## config.mk

```make
export PLATFORM = sky130hd
export DESIGN_NAME = dbg_ctrl_unit
export DESIGN_NICKNAME = d
export VERILOG_FILES = /design/src/rtl/dbgc_pkg.sv /design/src/rtl/dbgc_ctlreg.sv /design/src/rtl/dbgc_ackq.sv /design/src/rtl/dbgc_rstgen.sv /design/src/rtl/dbg_ctrl_unit.sv
export SDC_FILE = /design/constraint.sdc
export NUM_CORES = 1
export LEC_CHECK = 0
export ABC_AREA = 1
export CAP_MARGIN = 25
export CELL_PAD_IN_SITES_DETAIL_PLACEMENT = 1
export CELL_PAD_IN_SITES_GLOBAL_PLACEMENT = 2
export CORE_MARGIN = 2
export CORE_UTILIZATION = 21
export DETAILED_ROUTE_END_ITERATION = 8
export PLACE_DENSITY = 0.82
export RECOVER_POWER = 25
export SYNTH_ARGS = -nofsm -noshare
export SYNTH_HDL_FRONTEND = slang
export SYNTH_SLANG_ARGS = --single-unit
```

## constraint.sdc

```tcl
create_clock -name clk -period 4.1 [get_ports clk]
set_input_delay 1.025 -clock clk [delete_from_list [all_inputs] [get_ports clk]]
set_output_delay 1.025 -clock clk [all_outputs]
set_load 0.05 [all_outputs]
```

## src/rtl/dbgc_pkg.sv

```systemverilog
package dbgc_pkg;

  localparam logic [7:0] BRK_OPCODE = 8'h00;
  localparam logic [7:0] ACK_BYTE   = 8'hFF;

  localparam int CTL_DBG   = 7;
  localparam int CTL_BRKEN = 6;
  localparam int CTL_ACKEN = 5;
  localparam int CTL_RST   = 0;

  localparam int STS_DBG  = 7;
  localparam int STS_HALT = 6;
  localparam int STS_AUX  = 5;

  typedef struct packed {
    logic dbg;
    logic brk_en;
    logic ack_en;
  } ctl_t;

  function automatic logic is_break(logic valid, logic [7:0] op, logic en);
    return valid && en && (op == BRK_OPCODE);
  endfunction

  function automatic logic [7:0] pack_ctl(ctl_t c, logic rst_busy);
    logic [7:0] v;
    v = '0;
    v[CTL_DBG]   = c.dbg;
    v[CTL_BRKEN] = c.brk_en;
    v[CTL_ACKEN] = c.ack_en;
    v[CTL_RST]   = rst_busy;
    return v;
  endfunction

  function automatic logic [7:0] pack_sts(logic dbg, logic halt, logic aux);
    logic [7:0] v;
    v = '0;
    v[STS_DBG]  = dbg;
    v[STS_HALT] = halt;
    v[STS_AUX]  = aux;
    return v;
  endfunction

  function automatic int unsigned ack_step(int unsigned cnt, logic push,
                                           logic pop, int unsigned depth);
    if (push && !pop) return (cnt < depth) ? cnt + 1 : cnt;
    if (pop && !push) return (cnt > 0) ? cnt - 1 : 0;
    return cnt;
  endfunction

endpackage

```

## src/rtl/dbgc_ctlreg.sv

```systemverilog
module dbgc_ctlreg
  import dbgc_pkg::*;
(
  input  logic       clk,
  input  logic       rst_n,
  input  logic       wr_en,
  input  logic [7:0] wdata,
  input  logic       brk_evt,
  output ctl_t       ctl
);

  ctl_t q;

  always_ff @(posedge clk or negedge rst_n) begin
    if (!rst_n) begin
      q <= '0;
    end else if (wr_en) begin
      q.brk_en <= wdata[CTL_BRKEN];
      q.ack_en <= wdata[CTL_ACKEN];
      q.dbg    <= wdata[CTL_DBG] | brk_evt;
    end else if (brk_evt) begin
      q.dbg <= 1'b1;
    end
  end

  assign ctl = q;

  assert_brk_wins_R5: assert property (@(posedge clk) disable iff (!rst_n)
    brk_evt |=> q.dbg);
  assert_clear_dbg_R5: assert property (@(posedge clk) disable iff (!rst_n)
    (wr_en && !wdata[CTL_DBG] && !brk_evt) |=> !q.dbg);

endmodule

```

## src/rtl/dbgc_ackq.sv

```systemverilog
module dbgc_ackq
  import dbgc_pkg::*;
#(
  parameter int DEPTH = 4
) (
  input  logic       clk,
  input  logic       rst_n,
  input  logic       push,
  input  logic       tx_ready,
  output logic       tx_valid,
  output logic [7:0] tx_data
);

  localparam int CW = $clog2(DEPTH + 1);
  localparam logic [CW-1:0] DEPTH_C = CW'(DEPTH);

  logic [CW-1:0] cnt_q;
  logic          pop;

  assign tx_valid = (cnt_q != '0);
  assign tx_data  = tx_valid ? ACK_BYTE : 8'h00;
  assign pop      = tx_valid && tx_ready;

  always_ff @(posedge clk or negedge rst_n) begin
    if (!rst_n) cnt_q <= '0;
    else        cnt_q <= CW'(ack_step(32'(cnt_q), push, pop, DEPTH));
  end

  assert_queue_bound_R8: assert property (@(posedge clk) disable iff (!rst_n)
    cnt_q <= DEPTH_C);
  assert_push_shows_R7: assert property (@(posedge clk) disable iff (!rst_n)
    (push && !tx_valid) |=> (tx_valid && tx_data == ACK_BYTE));
  assert_hold_R7: assert property (@(posedge clk) disable iff (!rst_n)
    (tx_valid && !tx_ready) |=> tx_valid);

endmodule

```

## src/rtl/dbgc_rstgen.sv

```systemverilog
module dbgc_rstgen #(
  parameter int CYCLES = 8
) (
  input  logic clk,
  input  logic rst_n,
  input  logic start_req,
  input  logic done,
  output logic dev_rst,
  output logic busy
);

  localparam int RW = $clog2(CYCLES + 1);
  localparam logic [RW-1:0] CYC_C = RW'(CYCLES);

  logic [RW-1:0] cnt_q;
  logic          busy_q;
  logic          start;
  logic [RW:0]   hi_run;

  assign start   = start_req && !busy_q;
  assign dev_rst = (cnt_q != '0);
  assign busy    = busy_q;

  always_ff @(posedge clk or negedge rst_n) begin
    if (!rst_n) begin
      cnt_q  <= '0;
      busy_q <= 1'b0;
    end else if (start) begin
      cnt_q  <= CYC_C;
      busy_q <= 1'b1;
    end else begin
      if (cnt_q != '0) cnt_q <= cnt_q - 1'b1;
      if (busy_q && cnt_q == '0 && done) busy_q <= 1'b0;
    end
  end

  always_ff @(posedge clk or negedge rst_n) begin
    if (!rst_n)       hi_run <= '0;
    else if (dev_rst) hi_run <= hi_run + 1'b1;
    else              hi_run <= '0;
  end

  assert_pulse_in_busy_R9: assert property (@(posedge clk) disable iff (!rst_n)
    dev_rst |-> busy_q);
  assert_pulse_width_R9: assert property (@(posedge clk) disable iff (!rst_n)
    $fell(dev_rst) |-> (hi_run == (RW+1)'(CYCLES)));
  assert_busy_clear_R9: assert property (@(posedge clk) disable iff (!rst_n)
    $fell(busy_q) |-> $past(done));

endmodule

```

## src/rtl/dbg_ctrl_unit.sv

```systemverilog
module dbg_ctrl_unit
  import dbgc_pkg::*;
#(
  parameter int ACK_DEPTH  = 4,
  parameter int RST_CYCLES = 8
) (
  input  logic       clk,
  input  logic       rst_n,
  input  logic       bus_wr,
  input  logic       bus_addr,
  input  logic [7:0] bus_wdata,
  output logic [7:0] bus_rdata,
  input  logic       op_valid,
  input  logic [7:0] op_code,
  input  logic       wp_hit,
  input  logic       core_halted,
  input  logic       core_flag,
  output logic       dbg_mode,
  output logic       dev_rst,
  input  logic       dev_rst_done,
  output logic       tx_valid,
  input  logic       tx_ready,
  output logic [7:0] tx_data
);

  ctl_t ctl;
  logic ctl_wr;
  logic brk_evt;
  logic ack_push;
  logic rst_busy;
  logic unused_rsvd;

  assign ctl_wr      = bus_wr && !bus_addr;
  assign brk_evt     = is_break(op_valid, op_code, ctl.brk_en);
  assign ack_push    = ctl.ack_en && (brk_evt || wp_hit);
  assign dbg_mode    = ctl.dbg;
  assign unused_rsvd = ^bus_wdata[4:1];

  dbgc_ctlreg u_ctl (
    .clk     (clk),
    .rst_n   (rst_n),
    .wr_en   (ctl_wr),
    .wdata   (bus_wdata),
    .brk_evt (brk_evt),
    .ctl     (ctl)
  );

  dbgc_ackq #(.DEPTH(ACK_DEPTH)) u_ack (
    .clk      (clk),
    .rst_n    (rst_n),
    .push     (ack_push),
    .tx_ready (tx_ready),
    .tx_valid (tx_valid),
    .tx_data  (tx_data)
  );

  dbgc_rstgen #(.CYCLES(RST_CYCLES)) u_rst (
    .clk       (clk),
    .rst_n     (rst_n),
    .start_req (ctl_wr && bus_wdata[CTL_RST]),
    .done      (dev_rst_done),
    .dev_rst   (dev_rst),
    .busy      (rst_busy)
  );

  always_comb begin
    if (bus_addr) bus_rdata = pack_sts(ctl.dbg, core_halted, core_flag);
    else          bus_rdata = pack_ctl(ctl, rst_busy);
  end

  assert_nop_when_off_R3: assert property (@(posedge clk) disable iff (!rst_n)
    (!ctl.brk_en && !ctl_wr) |=> $stable(dbg_mode));
  assert_brk_enters_R4: assert property (@(posedge clk) disable iff (!rst_n)
    (op_valid && op_code == BRK_OPCODE && ctl.brk_en) |=> dbg_mode);
  assert_status_map_R6: assert property (@(posedge clk) disable iff (!rst_n)
    bus_addr |-> (bus_rdata[4:0] == 5'd0 && bus_rdata[7] == dbg_mode &&
                  bus_rdata[6] == core_halted && bus_rdata[5] == core_flag));
  assert_rsvd_zero_R2: assert property (@(posedge clk) disable iff (!rst_n)
    !bus_addr |-> (bus_rdata[4:1] == 4'd0));
  assert_ctl_kept_R10: assert property (@(posedge clk) disable iff (!rst_n)
    (dev_rst && !ctl_wr) |=> $stable(ctl.brk_en) && $stable(ctl.ack_en));

endmodule

```

==> results.yml, run 1 <==
drt:
  drc: 0
  antenna_violating_nets_remaining: 0
  first_pass_iters: 4
  violation_count_after_the_first_detailed_route_iteration: 31
  vias_per_cell: 4.09
  drt-wirelength-per-cell_um: 10.7
  routed_vias: 777
  total_routed_length_um: 2030
floorplan:
  coreArea_sq_um: 3740
  die_width_um: 67.0
  ios: 45
  die_height_um: 67.0
  initial_core_util: 0.223
  die_area_sq_um: 4490
  rows: 22
cts:
  ctsHoldBuffers: 0
  cts-root-to-sink-buffers: 2
  cts.clk_slew.worst_paths_ps: 50
  htree_levels: 1
  num_cts_buffers: 3
  later_pin_clock_latency_in_the_skew_report_ps: 230
  cts_resized: 0
  post-cts-setup-buffers: 0
  clockRootBuffer: "sky130_fd_sc_hd__clkbuf_8"
  tritoncts: "yes"
  cts.sink_count: 11
synthesis:
  main_area_contributors_after_synthesis: "sky130_fd_sc_hd__dfrtp_1, sky130_fd_sc_hd__buf_4, sky130_fd_sc_hd__nand2_1"
  yosys_warnings: 0
  ys_seq_area_frac: 0.330
  ys_ff_latch: 11
  synth.most_common_cell: "sky130_fd_sc_hd__nand2_1"
  synth_edf_count: 0
  top_cell_type_by_total_area_after_synthesis: "sky130_fd_sc_hd__dfrtp_1"
  netlist.area_leader.share: 0.330
  number_of_different_library_cells_in_the_post_synthesis_netlist: 23
  ys.flop_type: "sky130_fd_sc_hd__dfrtp_1"
  post_synthesis_async_set_or_reset_flop_share: 1.00
  synth_commonest_cells: "sky130_fd_sc_hd__nand2_1, sky130_fd_sc_hd__inv_1, sky130_fd_sc_hd__buf_4, sky130_fd_sc_hd__nor2_1, sky130_fd_sc_hd__dfrtp_1"
  syn-mean-instance-area_sq_um: 7.44
  post_synth_inst_count: 112
  synthesized_cell_area_sq_um: 833
finish:
  syn_to_final_growth_pct: 45.5
  post-route-cell-area_sq_um: 1210
  num_antenna_cells: 0
  regArea_sq_um: 275
  multiInputGateArea_sq_um: 408
  final_net_count: 175
  fillCellCount: 475
  layout_cells_sized_above_1: 0.0775
critical_path:
  critPathRequiredTime_ps: 3070
  startpoint_type: "primary input"
  critical_path.reg2reg.endpoint: "u_ack.cnt_q[2]"
  rrSetupSlack_ps: 2140
  rr_worst_depth: 12
  criticalPathCategory: "primary input to output port"
  worst_setup_path_end_kind: "output port"
  r2r-start: "u_ack.cnt_q[0]"
  cp_data_arrival_time_ps: 2570
  timing.critical_path.fanout_max: 5
place:
  dpl-instance-area_sq_um: 1170
  dp.final_hpwl_um: 1710
  placement.io_buffers: 36
  gp_congestion: 0.713
global_route:
  globalRoute.totalOverflow: 0
  grt_antenna_before_repair: 0
  vias_in_the_first_global_route: 750
  grt_start_max_net_pins: 12
  gr-usage-all-layers: 0.101
  grt_pass1_wl_um: 3460
sta:
  setup_total_negative_slack_ps: 0
  timing.max_slew.rel_slack: 0.646
  timing.final.setup_violations: 0
  finalWorstPathRequiredPeriod_ps: 3600
  finalHoldViolCount: 0
  slew_of_the_pin_with_the_lowest_slew_margin_ps: 529
  fmax_mhz: 278
  finalCritPeriodShare: 0.878
  clock-skew-final_ps: 1.80
  final-max-slew-violation-count: 0
  rsz0062_at_grt: "no"
min_path:
  hold_depth: 2
  holdCritStartpoint: "u_rst.busy"
  hold_class: "flop to flop"
  hold_path_end: "u_rst.busy"
power_and_ir_drop:
  vdd_ir_drop_max_mv: 0.320
  leakage_nw: 0.593
  pwr_density_nw_per_um2: 824
outcome:
  status: "completed"
flow_run:
  max_cap_viol_count: 0
## through the flow
| stage | total power, mW | cells | utilization | hold WS [ps] | setup slack (ps) |
|---|---|---|---|---|---|
| 6_report | 0.998 | 190 | 0.324 | 484 | 501 |
| 5_1_grt | 1.08 | 190 | 0.324 | 529 | 445 |
| 4_1_cts | 1.01 | 190 | 0.324 | 493 | 507 |
| 3_5_place_dp | 0.897 | 186 | 0.312 | 480 | 507 |
| 3_3_place_gp | 0.876 | 186 | 0.312 | 465 | 518 |
| 2_1_floorplan | 0.761 | 115 | - | 450 | 954 |
## logic make-up after synthesis
kind of cell    count (synthesis)  share of synthesized area
compound gates                 12                     0.0796
xor+xnor                        1                     0.0105
fa+ha+maj                       6                     0.0901
buf+inv                        30                      0.194
flops                          11                      0.330
mux                             1                     0.0180
other cells                     1                    0.00450
simple gates                   50                      0.273
## power breakdown
part	total [mW]	switching (mW)	internal (mW)
combinational	0.703	0.470	0.233
sequential	0.187	0.0356	0.151
clock	0.109	0.0404	0.0683
## final cells by class
type | instances | share of cell area
Clock buffer | 4 | 0.0372
Inverter | 17 | 0.0526
Multi-Input combinational cell | 74 | 0.336
Sequential cell | 11 | 0.227
Tap cell | 48 | 0.0495
Timing Repair Buffer | 36 | 0.297
## how the worst max path moves through the flow
stage	from	end
floorplan	bus_addr	bus_rdata[5]
global placement	bus_addr	bus_rdata[6]
detailed placement	bus_addr	bus_rdata[6]
CTS	bus_addr	bus_rdata[6]
global route	bus_addr	bus_rdata[6]
finish	bus_addr	bus_rdata[6]
## flip-flops by register name (all words and copies together) (netlist names)
name and flops:
u_ctl.ctl 3, u_rst.cnt_q 4, u_rst.busy 1, u_ack.cnt_q 3
## layout by cell type (no fill, tap or decap)
master	instances
sky130_fd_sc_hd__nor2_1	13
sky130_fd_sc_hd__clkbuf_1	1
sky130_fd_sc_hd__nor3_1	1
sky130_fd_sc_hd__o21ai_0	3
sky130_fd_sc_hd__nand3_2	1
sky130_fd_sc_hd__nand2_4	1
sky130_fd_sc_hd__nand3b_1	1
sky130_fd_sc_hd__xor2_1	1
sky130_fd_sc_hd__nand3_1	4
sky130_fd_sc_hd__or2_1	2
sky130_fd_sc_hd__nor2_2	1
sky130_fd_sc_hd__o211ai_1	1
sky130_fd_sc_hd__mux2_4	1
sky130_fd_sc_hd__a21oi_2	1
sky130_fd_sc_hd__a21oi_1	4
sky130_fd_sc_hd__inv_1	15
sky130_fd_sc_hd__clkbuf_8	3
sky130_fd_sc_hd__nand4_2	1
sky130_fd_sc_hd__dfrtp_1	11
sky130_fd_sc_hd__o21ai_1	3
sky130_fd_sc_hd__dlygate4sd3_1	1
sky130_fd_sc_hd__inv_2	2
sky130_fd_sc_hd__nand2_1	25
sky130_fd_sc_hd__clkdlybuf4s50_1	35
sky130_fd_sc_hd__ha_1	6
sky130_fd_sc_hd__conb_1	4
## metal layers
layer,wire length [um],global-route usage,vias to the layer above,share of wire
met5,0,0,-,0
met1,873,0.122,363,0.43
met4,8,0.0383,0,0.0039
li1,-,-,390,-
met2,1040,0.176,22,0.51
met3,105,0.0169,2,0.052
## worst max-delay path, stage by stage
cell and delay (ps):
sky130_fd_sc_hd__clkdlybuf4s50_1 500, sky130_fd_sc_hd__inv_2 140, sky130_fd_sc_hd__nand2_1 60, sky130_fd_sc_hd__nand2_1 50, sky130_fd_sc_hd__clkdlybuf4s50_1 790
Note: power is estimated with default switching activity, not from simulation.
==> inputs of run 2 (changes only) <==
CORE_ASPECT_RATIO = 0.9   (was not set)
==> run 2 against run 1 <==
Net effect:
- largest power group unchanged
- clock power is essentially flat
- die area is essentially flat
- global-route usage shrank 0.59 points
- highest routed layer unchanged
- first-iteration DRC count fell by 61%
==> results.yml, run 2 (synthesized netlist as in run 1, its figures left out) <==
outcome:
  status: "completed"
cts:
  later_pin_clock_latency_in_the_skew_report_ps: 240
  cts.clk_slew.worst_paths_ps: 50
  tritoncts: "yes"
  num_cts_buffers: 3
  cts-root-to-sink-buffers: 2
  cts.sink_count: 11
  ctsHoldBuffers: 0
  clockRootBuffer: "sky130_fd_sc_hd__clkbuf_8"
  htree_levels: 1
  post-cts-setup-buffers: 0
  cts_resized: 0
floorplan:
  die_area_sq_um: 4490
  rows: 21
  die_width_um: 70.4
  die_height_um: 63.8
  initial_core_util: 0.222
  ios: 45
  coreArea_sq_um: 3760
global_route:
  vias_in_the_first_global_route: 807
  gr-usage-all-layers: 0.0947
  grt_start_max_net_pins: 12
  grt_pass1_wl_um: 3350
  grt_antenna_before_repair: 0
  globalRoute.totalOverflow: 0
critical_path:
  crit_path_max_incr_delay_ps: 790
  startpoint_type: "primary input"
  r2r-start: "u_ack.cnt_q[0]"
  crit_path_start: "bus_addr"
  worstPathCellList: "clkdlybuf4s50_1, inv_2, nand2_1, nand2_1, clkdlybuf4s50_1"
  critical_path.slowest_cell: "sky130_fd_sc_hd__clkdlybuf4s50_1"
  cp_data_arrival_time_ps: 2550
  criticalPathCategory: "primary input to output port"
  timing.critical_path.fanout_max: 5
  worst_setup_path_end_kind: "output port"
  critPathRequiredTime_ps: 3070
drt:
  vias_per_cell: 4.10
  first_pass_iters: 3
  drt-wirelength-per-cell_um: 10.0
  drc: 0
  antenna_violating_nets_remaining: 0
  routed_vias: 770
  violation_count_after_the_first_detailed_route_iteration: 12
  total_routed_length_um: 1880
place:
  gp_congestion: 0.728
  placement.io_buffers: 36
  dp.final_hpwl_um: 1650
finish:
  final_common_cell: "sky130_fd_sc_hd__clkdlybuf4s50_1"
  num_antenna_cells: 0
  layout_cells_sized_above_1: 0.0775
  final_net_count: 175
  syn_to_final_growth_pct: 45.2
  largest-register: "u_rst.cnt_q"
  max_reg_flops: 4
  mostFrequentLayoutCells: "sky130_fd_sc_hd__clkdlybuf4s50_1, sky130_fd_sc_hd__nand2_1, sky130_fd_sc_hd__inv_1"
sta:
  slew_of_the_pin_with_the_lowest_slew_margin_ps: 499
  finalWorstPathRequiredPeriod_ps: 3570
  timing.final.setup_violations: 0
  final-max-slew-violation-count: 0
  finalHoldViolCount: 0
  timing.max_slew.rel_slack: 0.666
  clock-skew-final_ps: 3.76
  rsz0062_at_grt: "no"
  fmax_mhz: 280
  setup_total_negative_slack_ps: 0
  finalCritPeriodShare: 0.871
flow_run:
  max_cap_viol_count: 0
power_and_ir_drop:
  pwr_density_nw_per_um2: 822
  vdd_ir_drop_max_mv: 0.291
  total_power_mw: 0.994
  leakage_nw: 0.593
min_path:
  holdCritStartpoint: "u_rst.busy"
  hold_class: "flop to flop"
run 2: cell counts in the layout (fill, tap and decap cells not counted):
Identical to the previous run, type by type.
run 2: critical path: cells and delay by family:
family | cells | cell delay [ps]
simple gates | 2 | 110
buf+inv | 3 | 1410
run 2: metrics by stage:
| step | cell area, sq um | hold WS, ps | std cells | worst slack (ps) | util |
|---|---|---|---|---|---|
| after floorplan | 845 | 450 | 115 | 954 | - |
| after global placement | 1160 | 469 | 184 | 525 | 0.310 |
| after detailed placement | 1160 | 492 | 184 | 509 | 0.310 |
| after CTS | 1210 | 505 | 188 | 509 | 0.322 |
| after global routing | 1210 | 556 | 188 | 466 | 0.322 |
| final | 1210 | 498 | 188 | 528 | 0.322 |
run 2: per-layer routing:
layer	routed length [um]	vias to the layer above	global-route usage
met2	952	22	0.175
met1	800	358	0.0990
met3	89	4	0.0221
met5	0	-	0
li1	-	386	-
met4	37	0	0.0505
run 2: area by class of cell:
type / instances / area (sq um)
Sequential cell: 11 / 275
Inverter: 17 / 63.8
Fill cell: 459 / 2550
Clock buffer: 4 / 45.0
Multi-Input combinational cell: 74 / 408
Tap cell: 46 / 57.6
Timing Repair Buffer: 36 / 360
run 2: power by group:
part / internal (mW) / switching (mW)
registers: 0.152 / 0.0358
logic: 0.232 / 0.467
clock network: 0.0681 / 0.0393
total: 0.452 / 0.542
run 2: final timing paths:
kind	endpoint	slack, ps	depth (start not counted)
worst max-delay path	bus_rdata[6]	530	5
worst min-delay path	u_rst.busy	500	2
worst max register to register	u_ack.cnt_q[2]	2150	12
worst min register to register	u_rst.busy	500	2
max in group asynchronous	u_ack.cnt_q[2]	2590	1
min in group asynchronous	u_rst.cnt_q[0]	1180	1
